File: config.mk
export PLATFORM = sky130hd
export DESIGN_NAME = settle_rdy_seq
export DESIGN_NICKNAME = d
export VERILOG_FILES = /design/src/rtl/settle_rdy_pkg.sv /design/src/rtl/sclk_rise.sv /design/src/rtl/settle_ctl.sv /design/src/rtl/serial_out.sv /design/src/rtl/settle_rdy_seq.sv
export SDC_FILE = /design/constraint.sdc
export NUM_CORES = 1
export LEC_CHECK = 0
export BUFFER_PORTS_ARGS = -buffer_cell sky130_fd_sc_hd__buf_2
export CORE_UTILIZATION = 30
export CTS_CLUSTER_SIZE = 24
export DETAILED_ROUTE_END_ITERATION = 12
export GPL_ROUTABILITY_DRIVEN = 0
export SLEW_MARGIN = 10
export SYNTH_ARGS = -nofsm -noshare
export SYNTH_HDL_FRONTEND = slang
export SYNTH_HIERARCHICAL = 1
export SYNTH_SLANG_ARGS = --single-unit
File: constraint.sdc
create_clock -name clk -period 3.45 [get_ports clk]
set_input_delay 0.5175 -clock clk [delete_from_list [all_inputs] [get_ports clk]]
set_output_delay 0.5175 -clock clk [all_outputs]
set_load 0.02 [all_outputs]
File: src/rtl/settle_rdy_pkg.sv
package settle_rdy_pkg;
  parameter int unsigned RES_W_DEF  = 24;
  parameter int unsigned SETTLE_DEF = 4;

  // width of a counter that must hold 0..n
  function automatic int unsigned cnt_w(input int unsigned n);
    return (n < 2) ? 1 : $clog2(n + 1);
  endfunction
endpackage

File: src/rtl/sclk_rise.sv
module sclk_rise (
  input  logic clk,
  input  logic rst,
  input  logic sclk,
  output logic rise
);
  logic sclk_q;

  always_ff @(posedge clk) begin
    if (rst) sclk_q <= 1'b1;
    else     sclk_q <= sclk;
  end

  assign rise = sclk & ~sclk_q;
endmodule

File: src/rtl/settle_ctl.sv
module settle_ctl #(
  parameter int unsigned SETTLE = settle_rdy_pkg::SETTLE_DEF
) (
  input  logic clk,
  input  logic rst,
  input  logic tick,
  input  logic chg,
  output logic load,
  output logic filt_rst
);
  localparam int unsigned CW = settle_rdy_pkg::cnt_w(SETTLE);

  logic [CW-1:0] cnt;
  logic          busy;
  logic          last;

  assign last = (cnt == CW'(SETTLE - 1));
  // a change in the same cycle as a tick wins; the tick is not counted
  assign load = tick & ~chg & (~busy | last);

  always_ff @(posedge clk) begin
    if (rst) begin
      busy     <= 1'b0;
      cnt      <= '0;
      filt_rst <= 1'b0;
    end else begin
      filt_rst <= chg;
      if (chg) begin
        busy <= 1'b1;
        cnt  <= '0;
      end else if (tick && busy) begin
        if (last) busy <= 1'b0;
        else      cnt  <= cnt + 1'b1;
      end
    end
  end
endmodule

File: src/rtl/serial_out.sv
module serial_out #(
  parameter int unsigned W = settle_rdy_pkg::RES_W_DEF
) (
  input  logic         clk,
  input  logic         rst,
  input  logic         clr,
  input  logic         load,
  input  logic [W-1:0] din,
  input  logic         rd_sel,
  input  logic         rise,
  output logic         sdo,
  output logic         rdy,
  output logic [settle_rdy_pkg::cnt_w(W)-1:0] nb
);
  localparam int unsigned NBW = settle_rdy_pkg::cnt_w(W);

  logic [W-1:0]   sh, sh_n;
  logic           sdo_n, rdy_n;
  logic [NBW-1:0] nb_n;

  always_comb begin
    sh_n  = sh;
    sdo_n = sdo;
    rdy_n = rdy;
    nb_n  = nb;
    if (clr) begin
      sdo_n = 1'b1;
      rdy_n = 1'b0;
      nb_n  = '0;
    end else if (load) begin
      sh_n  = din;
      sdo_n = 1'b0;
      rdy_n = 1'b1;
      nb_n  = '0;
    end else if (rd_sel && rdy && rise) begin
      sdo_n = sh[W-1];
      sh_n  = {sh[W-2:0], 1'b0};
      nb_n  = nb + 1'b1;
      if (nb == NBW'(W - 1)) rdy_n = 1'b0;
    end else if (!rd_sel && !rdy) begin
      sdo_n = 1'b1;
    end
  end

  always_ff @(posedge clk) begin
    if (rst) begin
      sh  <= '0;
      sdo <= 1'b1;
      rdy <= 1'b0;
      nb  <= '0;
    end else begin
      sh  <= sh_n;
      sdo <= sdo_n;
      rdy <= rdy_n;
      nb  <= nb_n;
    end
  end
endmodule

File: src/rtl/settle_rdy_seq.sv
module settle_rdy_seq #(
  parameter int unsigned W      = settle_rdy_pkg::RES_W_DEF,
  parameter int unsigned SETTLE = settle_rdy_pkg::SETTLE_DEF
) (
  input  logic         clk,
  input  logic         rst,
  input  logic         conv_tick,
  input  logic [W-1:0] conv_word,
  input  logic         chan_wr,
  input  logic         gain_wr,
  input  logic         out_hiz,
  input  logic         rd_sel,
  input  logic         sclk,
  output logic         rdy_sdo,
  output logic         rdy_sdo_oe,
  output logic         filt_rst
);
  localparam int unsigned NBW = settle_rdy_pkg::cnt_w(W);

  logic           chg;
  logic           load;
  logic           rise;
  logic           word_rdy;
  logic [NBW-1:0] bit_cnt;

  assign chg = chan_wr | gain_wr;

  settle_ctl #(.SETTLE(SETTLE)) u_settle (
    .clk      (clk),
    .rst      (rst),
    .tick     (conv_tick),
    .chg      (chg),
    .load     (load),
    .filt_rst (filt_rst)
  );

  sclk_rise u_edge (
    .clk  (clk),
    .rst  (rst),
    .sclk (sclk),
    .rise (rise)
  );

  serial_out #(.W(W)) u_out (
    .clk    (clk),
    .rst    (rst),
    .clr    (chg),
    .load   (load),
    .din    (conv_word),
    .rd_sel (rd_sel),
    .rise   (rise),
    .sdo    (rdy_sdo),
    .rdy    (word_rdy),
    .nb     (bit_cnt)
  );

  always_ff @(posedge clk) begin
    if (rst) rdy_sdo_oe <= 1'b0;
    else     rdy_sdo_oe <= ~out_hiz;
  end
endmodule

# == Word level (Yosys, flattened, before mapping) ==
# Index checks and enable logic that the tools add are counted.
# totals
wordCells,51
inputBits,32
n_memories,0
mem_bits_rw,0
regBits,38
latchBits,0
rom_bits,0
# classes
addsub,2
muxes,11
n_bitwise,10
mul,0
n_div,0
order_cmp,0
shift,0
reduce_logical,17
eq_ne,2
# ops
operator,n
24-bit 2-to-1 mux,2
1-bit 2-to-1 mux,9
2-bit AND reduction,4
2-bit nonzero test,4
5-bit by 1-bit adder with 5-bit output (second input constant),1
5-bit == test (second input constant),1
1-bit NOT,5
1-bit logical AND,4
3-bit by 1-bit adder with 3-bit output (second input constant),1
1-bit bitwise AND,3
3-bit by 2-bit == test with 1-bit output (second input constant),1
3-bit nonzero test,1
3-bit OR reduction,1
1-bit zero test,2
1-bit OR,2
2-bit OR reduction,1

# == Logic depth before layout (Yosys ltp) ==
# logic_depth
depth_word,6
ltp_mapped,10
ltp_nobuf,7

# == Hierarchy ==
# Netlist, hierarchy kept.
# by_module_without_submodules
module,seq_area_each_um2,cells_per_inst,instances,area_per_inst_um2
serial_out,620.6,150,1,1491.4
settle_ctl,100.1,24,1,254.0
sclk_rise,20.0,3,1,32.5
settle_rdy_seq,20.0,3,1,30.0

# == Least setup slack after synthesis ==
# No wires, ideal clock.
# synth_timing
path_type,input-to-reg
startpoint,in gain_wr
endpoint,reg u_out.sh[9]
required_time_ns,3.359
path_buffers,3
setup_ns,0.091
setup_slack_ns,1.496
stages,9
arrival_ns,1.863
path_cell_list,or2_1 -> inv_1 -> and3_1 -> buf_6 -> a31o_2 -> buf_6 -> buf_8 -> a21oi_1 -> a311oi_1
# synth_via
elab_chain_cells,6
elab_cells_between_ends,7
classes_between,1 x mux; 4 x bitwise; 2 x reduce/logical
# synth_lines
item,line,text
from (decl),settle_rdy_seq.sv:10,"input logic gain_wr,"
1-bit OR (*),settle_rdy_seq.sv:26,assign chg = chan_wr | gain_wr;
1-bit NOT (*),settle_ctl.sv:19,assign load = tick & ~chg & (~busy | last);
1-bit bitwise AND (*) (2 in a row),settle_ctl.sv:19,
net load,settle_rdy_seq.sv:21,logic load;
2-bit nonzero test (no source line),n/a,
2-bit AND reduction (no source line),n/a,
to (signal assigned),serial_out.sv:52,sh <= sh_n;
to (decl),serial_out.sv:17,"logic [W-1:0] sh, sh_n;"
# The timed path passes the listed nets; every way through them passes the cells marked *.
# A chain may end at the register's enable or synchronous reset.

# == Worst setup path in the final report ==
# layout_timing
startpoint,in gain_wr
endpoint,reg u_out.sh[16]
# layout_via
elab_chain_cells,6
elab_cells_between_ends,7
classes_between,1 x mux; 4 x bitwise; 2 x reduce/logical
# layout_lines
item,line,text
1-bit OR (*),settle_rdy_seq.sv:26,
net chg,settle_rdy_seq.sv:20,logic chg;
1-bit NOT (*),settle_ctl.sv:19,
1-bit bitwise AND (*) (2 in a row),settle_ctl.sv:19,
net load,settle_rdy_seq.sv:21,
2-bit nonzero test (no source line),n/a,
2-bit AND reduction (no source line),n/a,
# Marks and branches as above.

==> flow_summary.yaml <==
drt:
  detailedRoute.firstPassIterationCount: 4
  via_count: 1440
  detail-route-antenna-nets: 0
  detail_route.iter0.violations: 91
  detail_route.drc_violations: 0
  drt-total-wl_um: 3690
  wire_per_inst_um: 13.2
  viasPerCell: 5.14
sta:
  post-route-min-period_ns: 2.26
  rsz0062_at_grt: "false"
  fin_tns_setup_ns: 0
  timing.final.crit_share: 0.654
  fin_worst_hold_slack_ns: 0.362
  final_setup_viols: 0
  tightest_slew_ns: 0.877
  timing_hold_violations_final: 0
  max_clock_freq_mhz: 443
  timing.max_slew.rel_slack: 0.415
  worst_clock_skew_ns: 0.00555
  final-max-slew-violation-count: 0
cells_and_area:
  layout-drive-gt1-share: 0.240
  biggestRegsByFlops: "u_out/sh: 24 flops, u_out/nb: 5 flops, u_settle/cnt: 3 flops"
  final.fill_count: 562
  net_total_in_the_final_layout: 242
  area.sequential_um2: 761
  antenna-diode-count: 0
  areaGrowthSynthToFinish_pct: 14.4
  largest_register_ff_count: 24
  largest-register: "u_out/sh"
  multi_input_comb_area_um2: 918
critical_path:
  worst_path_largest_cell_delay_ns: 0.68
  cp.arrival_ns: 2.45
  critical-path-slowest-cell: "a31o_2"
  crit_required_ns: 3.64
  worstSetupStartpointType: "input port"
  critical_path_class: "input port to flop"
  endpoint_kind: "flop"
  critPathMaxFanout: 47
  timing.critical_path.cells: "buf_2, or2_1, inv_1, and3_1, a31o_2, a21oi_1, a311oi_1"
synth:
  synth.lib_cells_used.distinct: 35
  synthesized_netlist_cell_count: 180
  synth-seq-area-share: 0.421
  synth.avg_cell_area_um2: 10.0
  yosys_warnings: 6
  synth_seq_cells: 38
  post_synth_net_total: 215
  mappedNetlistArea_um2: 1810
pwr:
  pwr-share-clk: 0.383
  static-leakage-power_uw: 0.000711
  netSwitchingFraction: 0.253
  p_comb_frac: 0.091
  power_per_cell_area_nw_per_um2: 414
  vdd_drop_max_uv: 158
  power.switching_uw: 217
  seq_pwr_share: 0.526
  cellInternalPower_uw: 639
global_route:
  globalRouteOverflowTotal: 0
  first_global_vias: 1409
  grt_pass1_wl_um: 6390
  antenna_violations_before_repair: 0
  grt_max_degree: 48
  grt_usage: 0.130
clock_network:
  clock_tree.htree_level_count: 2
  path_clk_slew_ns: 0.08
  clock_tree.root_cell: "clkbuf_8"
  cts-root-to-sink-buffers: 2
  cts_tree: "yes"
  cts_hold_buffers: 0
  clock_insertion_delay_worst_skew_ns: 0.29
  cts_buffers: 5
  post_cts.resized_instances: 0
  post_cts_buffers: 0
  cts_sinks: 38
hold_path:
  min-delay-path-class: "input port to flop"
floorplanning:
  initial_cell_density_of_the_core: 0.320
  design.die.area_um2: 6340
  core_um2: 5640
  die_outline_width_um: 79.6
  die-height_um: 79.6
  rows: 27
  top_ports: 35
flow_run:
  maxCapViolations: 0
placement:
  hpwl_um: 2340
  placement.io_buffers: 34
run_status:
  status: "finished clean"
cell usage in the layout (no fill, tap or decap):
cell type	count
a31oi_1	1
nand2b_1	1
a31o_2	1
nand3_1	3
or3_1	3
dfxtp_1	38
nor3b_1	3
nand2_1	2
a21bo_2	1
nor2_1	8
nand4b_1	3
nand4_1	1
ha_1	3
o21ai_0	3
mux2i_1	24
buf_2	34
or2_1	2
mux2_4	2
nand3_2	1
nor3_1	1
a311o_1	1
clkinv_2	1
a311oi_1	24
o211a_1	1
a21oi_1	26
clkbuf_8	6
buf_4	2
a211oi_1	1
and3b_4	1
and3_1	1
inv_1	5
xor2_1	2
clkinvlp_4	1
nor2b_1	1
layer usage:
| layer | vias to the layer above | track usage | wire, um |
|---|---|---|---|
| li1 | 740 | - | - |
| met1 | 672 | 0.164 | 1890 |
| met5 | - | 0 | 0 |
| met2 | 22 | 0.204 | 1600 |
| met3 | 6 | 0.0400 | 146 |
| met4 | 0 | 0.0491 | 51 |
worst paths after layout:
check	endpoint	start	depth (start not counted)	slack (ns)
worst max register to register	u_out/sh[16]	u_settle/cnt[0]	7	1.20
worst min-delay path	rdy_sdo_oe	out_hiz	2	0.36
worst max-delay path	u_out/sh[16]	gain_wr	7	1.19
worst min register to register	u_out/nb[4]	u_out/nb[4]	2	0.50
critical path, delay by kind of cell:
kind / cells / cell delay, ns
AOI/OAI and AO/OA: 3 / 1.16
buffers and inverters: 2 / 0.23
and+or+nand+nor: 2 / 0.53
power groups by stage:
stage | combinational, uW | clock, uW | sequential [uW]
after floorplan | 51.0 | 0 | 462
after global placement | 77.2 | 0 | 460
after CTS | 77.9 | 336 | 450
final | 77.7 | 328 | 450
after detailed placement | 77.5 | 0 | 460
after global routing | 87.0 | 358 | 451
metrics by stage:
stage	setup WS (ns)	utilization	area [um^2]	power [uW]	std cells
2_1_floorplan	1.50	-	1810	513	180
3_3_place_gp	1.00	0.350	1970	538	272
3_5_place_dp	0.938	0.350	1970	538	272
4_1_cts	1.19	0.367	2070	864	280
5_1_grt	0.940	0.367	2070	897	280
6_report	1.19	0.367	2070	856	280
cell type report:
class / count / area share
inverters: 5 / 0.00907
flip-flops and latches: 38 / 0.368
multi-input cells: 121 / 0.444
well taps: 72 / 0.0436
repair buffers: 36 / 0.0895
clock buffers: 6 / 0.0399
clock inverters: 2 / 0.00605
synthesized netlist by cell type:
cell type / instances / area share
mux2_4: 2 / 0.017
a21oi_1: 26 / 0.072
nand2b_1: 1 / 0.0035
nand3_2: 1 / 0.0055
nand3_1: 3 / 0.0083
and3b_4: 1 / 0.0069
a31o_2: 1 / 0.0048
ha_1: 3 / 0.021
nor2_1: 8 / 0.017
a311oi_1: 24 / 0.12
nor3_1: 1 / 0.0028
buf_1: 1 / 0.0021
clkbuf_1: 5 / 0.010
buf_6: 4 / 0.025
nand2_1: 2 / 0.0042
o21ai_0: 3 / 0.0083
buf_2: 4 / 0.011
nand4_1: 1 / 0.0035
a21bo_2: 1 / 0.0055
mux2i_1: 24 / 0.13
a31oi_1: 1 / 0.0035
nor2b_1: 1 / 0.0035
or3_1: 3 / 0.010
nand4b_1: 3 / 0.015
buf_8: 1 / 0.0083
dfxtp_1: 38 / 0.42
or2_1: 2 / 0.0069
and3_1: 1 / 0.0035
xor2_1: 2 / 0.0097
o211a_1: 1 / 0.0055
buf_4: 1 / 0.0042
nor3b_1: 3 / 0.012
inv_1: 5 / 0.010
a311o_1: 1 / 0.0055
a211oi_1: 1 / 0.0042
cell families after synthesis:
kind of cell,after synthesis,share of synthesized area
mux,26,0.149
fa+ha+maj,3,0.0208
flops,38,0.421
xor+xnor,2,0.00969
compound gates,59,0.226
simple gates,31,0.102
buf+inv,21,0.0713
(Power assumes the default switching activity.)
